<file path="src/rtl/por_pkg.sv">
`timescale 1ns/1ps
package por_pkg;
  typedef enum logic [2:0] {
    ST_POWER_WAIT = 3'd0,
    ST_POR_DELAY  = 3'd1,
    ST_CONFIG     = 3'd2,
    ST_USER       = 3'd3,
    ST_BROWNOUT   = 3'd4
  } por_state_e;
endpackage

</file>
<file path="src/rtl/por_sync2.sv">
`timescale 1ns/1ps
module por_sync2 #(
  parameter int           W       = 1,
  parameter logic [W-1:0] RST_VAL = '0
) (
  input  logic         clk,
  input  logic         rst_n,
  input  logic [W-1:0] d_i,
  output logic [W-1:0] q_o
);
  logic [W-1:0] meta_q, stab_q;

  always_ff @(posedge clk or negedge rst_n) begin
    if (!rst_n) begin
      meta_q <= RST_VAL;
      stab_q <= RST_VAL;
    end else begin
      meta_q <= d_i;
      stab_q <= meta_q;
    end
  end

  assign q_o = stab_q;
endmodule

</file>
<file path="src/rtl/por_supply_qual.sv">
`timescale 1ns/1ps
module por_supply_qual #(
  parameter int STABLE_CYCLES = 16
) (
  input  logic clk,
  input  logic rst_n,
  input  logic raw_i,
  output logic good_o
);
  localparam int CW = $clog2(STABLE_CYCLES + 1);
  localparam logic [CW-1:0] LAST = CW'(STABLE_CYCLES - 1);

  logic          sync_s;
  logic [CW-1:0] run_q, run_d;
  logic          good_q, good_d;

  por_sync2 #(.W(1), .RST_VAL(1'b0)) u_sync (
    .clk  (clk),
    .rst_n(rst_n),
    .d_i  (raw_i),
    .q_o  (sync_s)
  );

  always_comb begin
    run_d  = run_q;
    good_d = good_q;
    if (!sync_s) begin
      run_d  = '0;
      good_d = 1'b0;
    end else if (run_q == LAST) begin
      good_d = 1'b1;
    end else begin
      run_d = run_q + 1'b1;
    end
  end

  always_ff @(posedge clk or negedge rst_n) begin
    if (!rst_n) begin
      run_q  <= '0;
      good_q <= 1'b0;
    end else begin
      run_q  <= run_d;
      good_q <= good_d;
    end
  end

  assign good_o = good_q;

  // a flag only becomes good after a synchronized high sample
  p_good_after_high_r2: assert property (@(posedge clk) disable iff (!rst_n)
    $rose(good_q) |-> $past(sync_s));
  // one synchronized low sample drops the flag on the next edge
  p_loss_immediate_r2: assert property (@(posedge clk) disable iff (!rst_n)
    !sync_s |=> !good_q);
endmodule

</file>
<file path="src/rtl/por_supervisor.sv">
`timescale 1ns/1ps
module por_supervisor
  import por_pkg::*;
#(
  parameter int CLK_HZ         = 200_000_000,
  parameter int FAST_DELAY_CYC = CLK_HZ / 1000 * 5,
  parameter int STD_DELAY_CYC  = CLK_HZ / 10,
  parameter int NUM_CFG_BANKS  = 4,
  parameter int HAS_BATTERY    = 1,
  parameter int STABLE_CYCLES  = 16,
  parameter int STAT_W         = 3
) (
  input  logic                     clk,
  input  logic                     rst_n,
  input  logic                     core_good_i,
  input  logic                     analog_good_i,
  input  logic [NUM_CFG_BANKS-1:0] bank_good_i,
  input  logic                     batt_good_i,
  input  logic                     fast_mode_i,
  input  logic                     cfg_req_n_i,
  input  logic                     cfg_done_i,
  input  logic [STAT_W-1:0]        stat_oe_i,
  output logic                     dev_reset_o,
  output logic                     cfg_start_o,
  output logic                     user_mode_o,
  output logic                     user_oe_o,
  output logic [STAT_W-1:0]        stat_oe_o
);
  localparam int NF    = 3 + NUM_CFG_BANKS;
  localparam int MAXD  = (FAST_DELAY_CYC > STD_DELAY_CYC) ? FAST_DELAY_CYC : STD_DELAY_CYC;
  localparam int DW    = $clog2(MAXD + 1);
  localparam logic [DW-1:0] FAST_LAST = DW'(FAST_DELAY_CYC - 1);
  localparam logic [DW-1:0] STD_LAST  = DW'(STD_DELAY_CYC - 1);

  logic          rst_s_n;
  logic [1:0]    ctl_s;
  logic [NF-1:0] raw_flags, ok_flags;
  logic          core_ok, ana_ok, banks_ok, batt_ok, ca_ok, rest_ok;
  logic          fast_s, req_ok;

  por_state_e    state_q, state_d;
  logic [DW-1:0] dly_cnt_q, dly_cnt_d;
  logic          mode_q, mode_en, dly_last;

  // Reset: asserted asynchronously, released on the clock
  por_sync2 #(.W(1), .RST_VAL(1'b0)) u_rst_sync (
    .clk  (clk),
    .rst_n(rst_n),
    .d_i  (1'b1),
    .q_o  (rst_s_n)
  );

  por_sync2 #(.W(2), .RST_VAL(2'b00)) u_ctl_sync (
    .clk  (clk),
    .rst_n(rst_s_n),
    .d_i  ({fast_mode_i, cfg_req_n_i}),
    .q_o  (ctl_s)
  );
  assign fast_s = ctl_s[1];
  assign req_ok = ctl_s[0];

  assign raw_flags = {batt_good_i, bank_good_i, analog_good_i, core_good_i};

  for (genvar i = 0; i < NF; i++) begin : g_qual
    por_supply_qual #(.STABLE_CYCLES(STABLE_CYCLES)) u_qual (
      .clk   (clk),
      .rst_n (rst_s_n),
      .raw_i (raw_flags[i]),
      .good_o(ok_flags[i])
    );
  end

  assign core_ok  = ok_flags[0];
  assign ana_ok   = ok_flags[1];
  assign banks_ok = &ok_flags[2 +: NUM_CFG_BANKS];

  if (HAS_BATTERY != 0) begin : g_batt
    assign batt_ok = ok_flags[NF-1];
  end else begin : g_no_batt
    assign batt_ok = 1'b1;
  end

  assign ca_ok   = core_ok & ana_ok;
  assign rest_ok = banks_ok & batt_ok;

  assign dly_last = (dly_cnt_q == (mode_q ? FAST_LAST : STD_LAST));

  always_comb begin
    state_d = state_q;
    unique case (state_q)
      ST_POWER_WAIT: if (ca_ok && rest_ok) state_d = ST_POR_DELAY;
      ST_POR_DELAY: begin
        if (!rest_ok)                          state_d = ST_POWER_WAIT;
        else if (ca_ok && dly_last && req_ok)  state_d = ST_CONFIG;
      end
      ST_CONFIG: begin
        if (!ca_ok)          state_d = ST_BROWNOUT;
        else if (cfg_done_i) state_d = ST_USER;
      end
      ST_USER:     if (!ca_ok) state_d = ST_BROWNOUT;
      ST_BROWNOUT: state_d = ST_POWER_WAIT;
      default:     state_d = ST_POWER_WAIT;
    endcase
  end

  always_comb begin
    dly_cnt_d = '0;
    if (state_q == ST_POR_DELAY && ca_ok)
      dly_cnt_d = dly_last ? dly_cnt_q : dly_cnt_q + 1'b1;
  end

  assign mode_en = (state_q == ST_POWER_WAIT) && (state_d == ST_POR_DELAY);

  always_ff @(posedge clk or negedge rst_s_n) begin
    if (!rst_s_n) begin
      state_q   <= ST_POWER_WAIT;
      dly_cnt_q <= '0;
      mode_q    <= 1'b0;
    end else begin
      state_q   <= state_d;
      dly_cnt_q <= dly_cnt_d;
      if (mode_en) mode_q <= fast_s;
    end
  end

  assign dev_reset_o = !(state_q == ST_CONFIG || state_q == ST_USER);
  assign cfg_start_o = (state_q == ST_CONFIG);
  assign user_mode_o = (state_q == ST_USER);
  assign user_oe_o   = (state_q == ST_USER);
  assign stat_oe_o   = stat_oe_i;

  // core/analog loss in the delay zeroes the counter
  p_delay_restart_r4: assert property (@(posedge clk) disable iff (!rst_s_n)
    (state_q == ST_POR_DELAY && !ca_ok) |=> (dly_cnt_q == '0));
  // captured mode is fixed through the delay
  p_mode_hold_r3: assert property (@(posedge clk) disable iff (!rst_s_n)
    (state_q == ST_POR_DELAY) |=> (state_q != ST_POR_DELAY || $stable(mode_q)));
  // configuration starts only with banks good and hold-off released
  p_cfg_gate_r5: assert property (@(posedge clk) disable iff (!rst_s_n)
    $rose(cfg_start_o) |-> $past(req_ok && banks_ok && batt_ok));
  // user mode entered only on a done pulse
  p_user_entry_r7: assert property (@(posedge clk) disable iff (!rst_s_n)
    $rose(user_mode_o) |-> $past(cfg_done_i));
  // core/analog loss after configuration begins forces brown-out
  p_brownout_r9: assert property (@(posedge clk) disable iff (!rst_s_n)
    ((state_q == ST_CONFIG || state_q == ST_USER) && !ca_ok) |=> (state_q == ST_BROWNOUT));
  // user mode persists while core and analog hold
  p_bank_ignored_r10: assert property (@(posedge clk) disable iff (!rst_s_n)
    (state_q == ST_USER && ca_ok) |=> (state_q == ST_USER));
endmodule

</file>
<file path="config.mk">
export PLATFORM = sky130hd
export DESIGN_NAME = por_supervisor
export DESIGN_NICKNAME = d
export VERILOG_FILES = /design/src/rtl/por_pkg.sv /design/src/rtl/por_sync2.sv /design/src/rtl/por_supply_qual.sv /design/src/rtl/por_supervisor.sv
export SDC_FILE = /design/constraint.sdc
export NUM_CORES = 1
export LEC_CHECK = 0
export BUFFER_PORTS_ARGS = -buffer_cell sky130_fd_sc_hd__buf_2
export CAP_MARGIN = 20
export CORE_ASPECT_RATIO = 1.75
export CORE_MARGIN = 8
export CORE_UTILIZATION = 29
export DETAILED_ROUTE_END_ITERATION = 8
export PLACE_DENSITY_LB_ADDON = 0.1
export RECOVER_POWER = 100
export SLEW_MARGIN = 30
export SYNTH_ARGS = -nofsm -noshare
export SYNTH_HDL_FRONTEND = slang
export SYNTH_SLANG_ARGS = --single-unit
export TNS_END_PERCENT = 5
</file>
<file path="constraint.sdc">
create_clock -name clk -period 5.01 [get_ports clk]
set_input_delay 1.503 -clock clk [delete_from_list [all_inputs] [get_ports clk]]
set_output_delay 1.503 -clock clk [all_outputs]
set_load 0.05 [all_outputs]
</file>
==> metrics <==
outcome finished, violations left; failing checks capacitance limit, slew limit; setup bufs post-CTS 0; CP startpoint kind register; first-pass GRT wire length roughly 14 mm; Post-CTS Hold Buffers 0; Port Buf Inserts 15; initial antenna violation count 0; Slew Limit Fails 25; CTS Sinks 91; async set-reset flop share out of synthesis 1.00; final setup fails 0; flops & latches, synth slightly above 90; Tmin final 3.20 ns; Synth area leaders dfrtp_1 (55%), xnor2_1 (4.9%), ha_1 (4.5%); max_cap viols 2; P per Cell Area between 300 and 400 nW/um^2; drc violations 0; sequential share of the synthesized area 0.549; relative slew slack -0.319; post-DP HPWL roughly 5.7 mm; antenna-violating nets left 0; clock buffer depth 2; Layout fillers 1442; multi-input logic area 1710 um^2; area fraction of the dominant cell type after synthesis 0.549; vias post-DR about 2700; ys flop type dfrtp_1; row cnt just under 60; GRT Util Overall 0.0970; Syn Nets 400; Post-Syn Area 4150 um^2; Worst Max-Slew Pin Slew just under 2 ns; Overall Power approximately 1.5 mW; Placer Congestion between 0.7 and 0.8; CTS tree built; Max H-tree Level 3; Critical-path top delay cell a2111oi_0; maximum VDD drop around 0.16 mV; Synth Warn # 0; die area between 15000 and 20000 um^2; max incr delay on CP 1.63 ns; Sum Neg Setup Slack 0 ns; Leakage 1.89 nW; Clk Latency, worst-skew pair approximately 0.34 ns; cells along the critical path ha_1 > and3_1 > nand3_1 > a2111oi_0 > or3_2 > a21oi_1; critical path type register to register; Tcrit/Tclk final 0.639; largest area contributor in the netlist dfrtp_1; Hold Crit Class register to register; cts repair resizes 0; CTS clk-pin slew, worst paths approximately 0.07 ns; Synth cell types 46; n_diodes 0; Initial Util 0.293; pin count of the biggest net entering global routing 56; post-layout instance count excluding filler cells about 570; core region area around 14000 um^2; f_max 0.312 GHz; Die X-Extent approximately 110 um; Layout area overhead 11.5%; Vias/cell around 4.7; IO Pins 22; critical path fanouts, max 7; Initial DRC Count between 90 and 100; total iterations of the first detailed-routing run 4; Nets 412; CP arrival around 3.4 ns; worst path required time around 5.2 ns; RSZ-0062 raised after global routing false; Post-Synthesis Cells 370; Num CTS Buffers 9; die span in y roughly 170 um; Total Wirelength ~8.0 mm; share of cells above drive strength 1 0.0879; WL/cell between 10 and 15 um; Storage cell area roughly 2300 um^2; Avg Inst Size Synth ~11 um^2; CP endpoint kind register; EDFF count, synth 0; Placed Cells incl. Taps roughly 550; clk_skew 0.0124 ns; CTS root buffer clkbuf_16; Hold WS roughly 0.35 ns; vias in the first global route 2904; endpoints failing hold 0; total grt overflow 0
-- cells in the mapped netlist (all sizes together) (10+ instances only) --
| cell type | instances |
|---|---|
| dfrtp | 91 |
| and2 | 29 |
| xnor2 | 23 |
| nand2 | 20 |
| nor2 | 19 |
| o21ai | 18 |
| ha | 15 |
| inv | 12 |
| a21oi | 11 |
| and3 | 11 |
| nand3 | 11 |
| clkbuf | 10 |
-- path summary, 6_finish.rpt --
path	from	slack, ns	cells past startpoint	end
min in group asynchronous	u_rst_sync.q_o$_DFF_PN0_	0.61	0	g_qual[0].u_qual.run_q[0]$_DFFE_PN0P_
setup / recovery	dly_cnt_q[0]$_DFFE_PN0P_	1.81	6	dly_cnt_q[7]$_DFFE_PN0P_
hold reg to reg	u_ctl_sync.meta_q[1]$_DFF_PN0_	0.35	0	u_ctl_sync.q_o[1]$_DFF_PN0_
max in group asynchronous	u_rst_sync.q_o$_DFF_PN0_	2.31	1	g_qual[4].u_qual.u_sync.q_o$_DFF_PN0_
hold / removal	u_ctl_sync.meta_q[1]$_DFF_PN0_	0.35	0	u_ctl_sync.q_o[1]$_DFF_PN0_
setup reg to reg	dly_cnt_q[0]$_DFFE_PN0P_	1.81	6	dly_cnt_q[7]$_DFFE_PN0P_
-- through the flow --
step           setup slack [ns]  instance area (um^2)   util
4_1_cts                    2.00                  4680  0.330
3_3_place_gp               2.00                  4380  0.310
3_5_place_dp               2.00                  4380  0.310
5_1_grt                    1.57                  4620  0.327
2_1_floorplan              1.53                  4150      -
6_report                   1.81                  4620  0.327
-- cell usage in the layout, fill, tap and decap left out, types with 12 or more instances in the layout --
master / synthesis / layout
dfrtp_1: 91 / 91
and2_0: 0 / 27
xnor2_1: 23 / 23
nor2_1: 19 / 19
nand2_1: 18 / 18
o21ai_0: 15 / 16
ha_1: 15 / 15
inv_1: 12 / 12
-- worst max-delay path, delay by kind of cell, from the launching register on --
kind            cells  cell delay [ns]
compound gates      2             1.70
fa+ha+maj           1             0.21
flops               1             0.40
simple gates        3             0.75
-- layer usage --
layer	vias to the layer above	share of wire	track usage	wire length, um
met5	-	0	0	0
met4	0	0.020	0.0507	162
met3	10	0.022	0.0200	174
met2	25	0.53	0.169	4280
met1	1317	0.43	0.108	3420
li1	1300	-	-	-
-- kinds of logic (layout without fill, tap and decap cells) --
family,count (synthesis),count (layout),synth area share
compound gates,50,50,0.0827
xor+xnor,32,32,0.0676
fa+ha+maj,15,15,0.0452
buf+inv,28,45,0.0311
flops,91,91,0.549
mux,8,8,0.0196
other cells,1,1,0.000904
simple gates,145,145,0.204
-- cell type report --
type / instances / share of cell area
Inverter: 12 / 0.00974
Clock buffer: 10 / 0.0517
Sequential cell: 91 / 0.492
Multi-Input combinational cell: 251 / 0.369
Tap cell: 180 / 0.0487
Timing Repair Buffer: 17 / 0.0170
Clock inverter: 6 / 0.0116
-- state kept, by name (all words and copies together), names as in the netlist --
| signal | flops |
|---|---|
| u_ctl_sync.meta_q | 2 |
| g_qual.u_qual.u_sync.meta_q | 7 |
| u_ctl_sync.q_o | 2 |
| g_qual.u_qual.good_o | 7 |
| g_qual.u_qual.run_q | 35 |
| state_q | 3 |
| mode_q | 1 |
| g_qual.u_qual.u_sync.q_o | 7 |
| u_rst_sync.meta_q | 1 |
| u_rst_sync.q_o | 1 |
| dly_cnt_q | 25 |
-- where the power goes --
part | total [mW] | internal [mW] | switching [mW]
Combinational | 0.0458 | 0.0228 | 0.0230
Clock | 0.666 | 0.360 | 0.306
Sequential | 0.779 | 0.756 | 0.0230
Total | 1.49 | 1.14 | 0.352
Power figures use the tool's default switching activity.
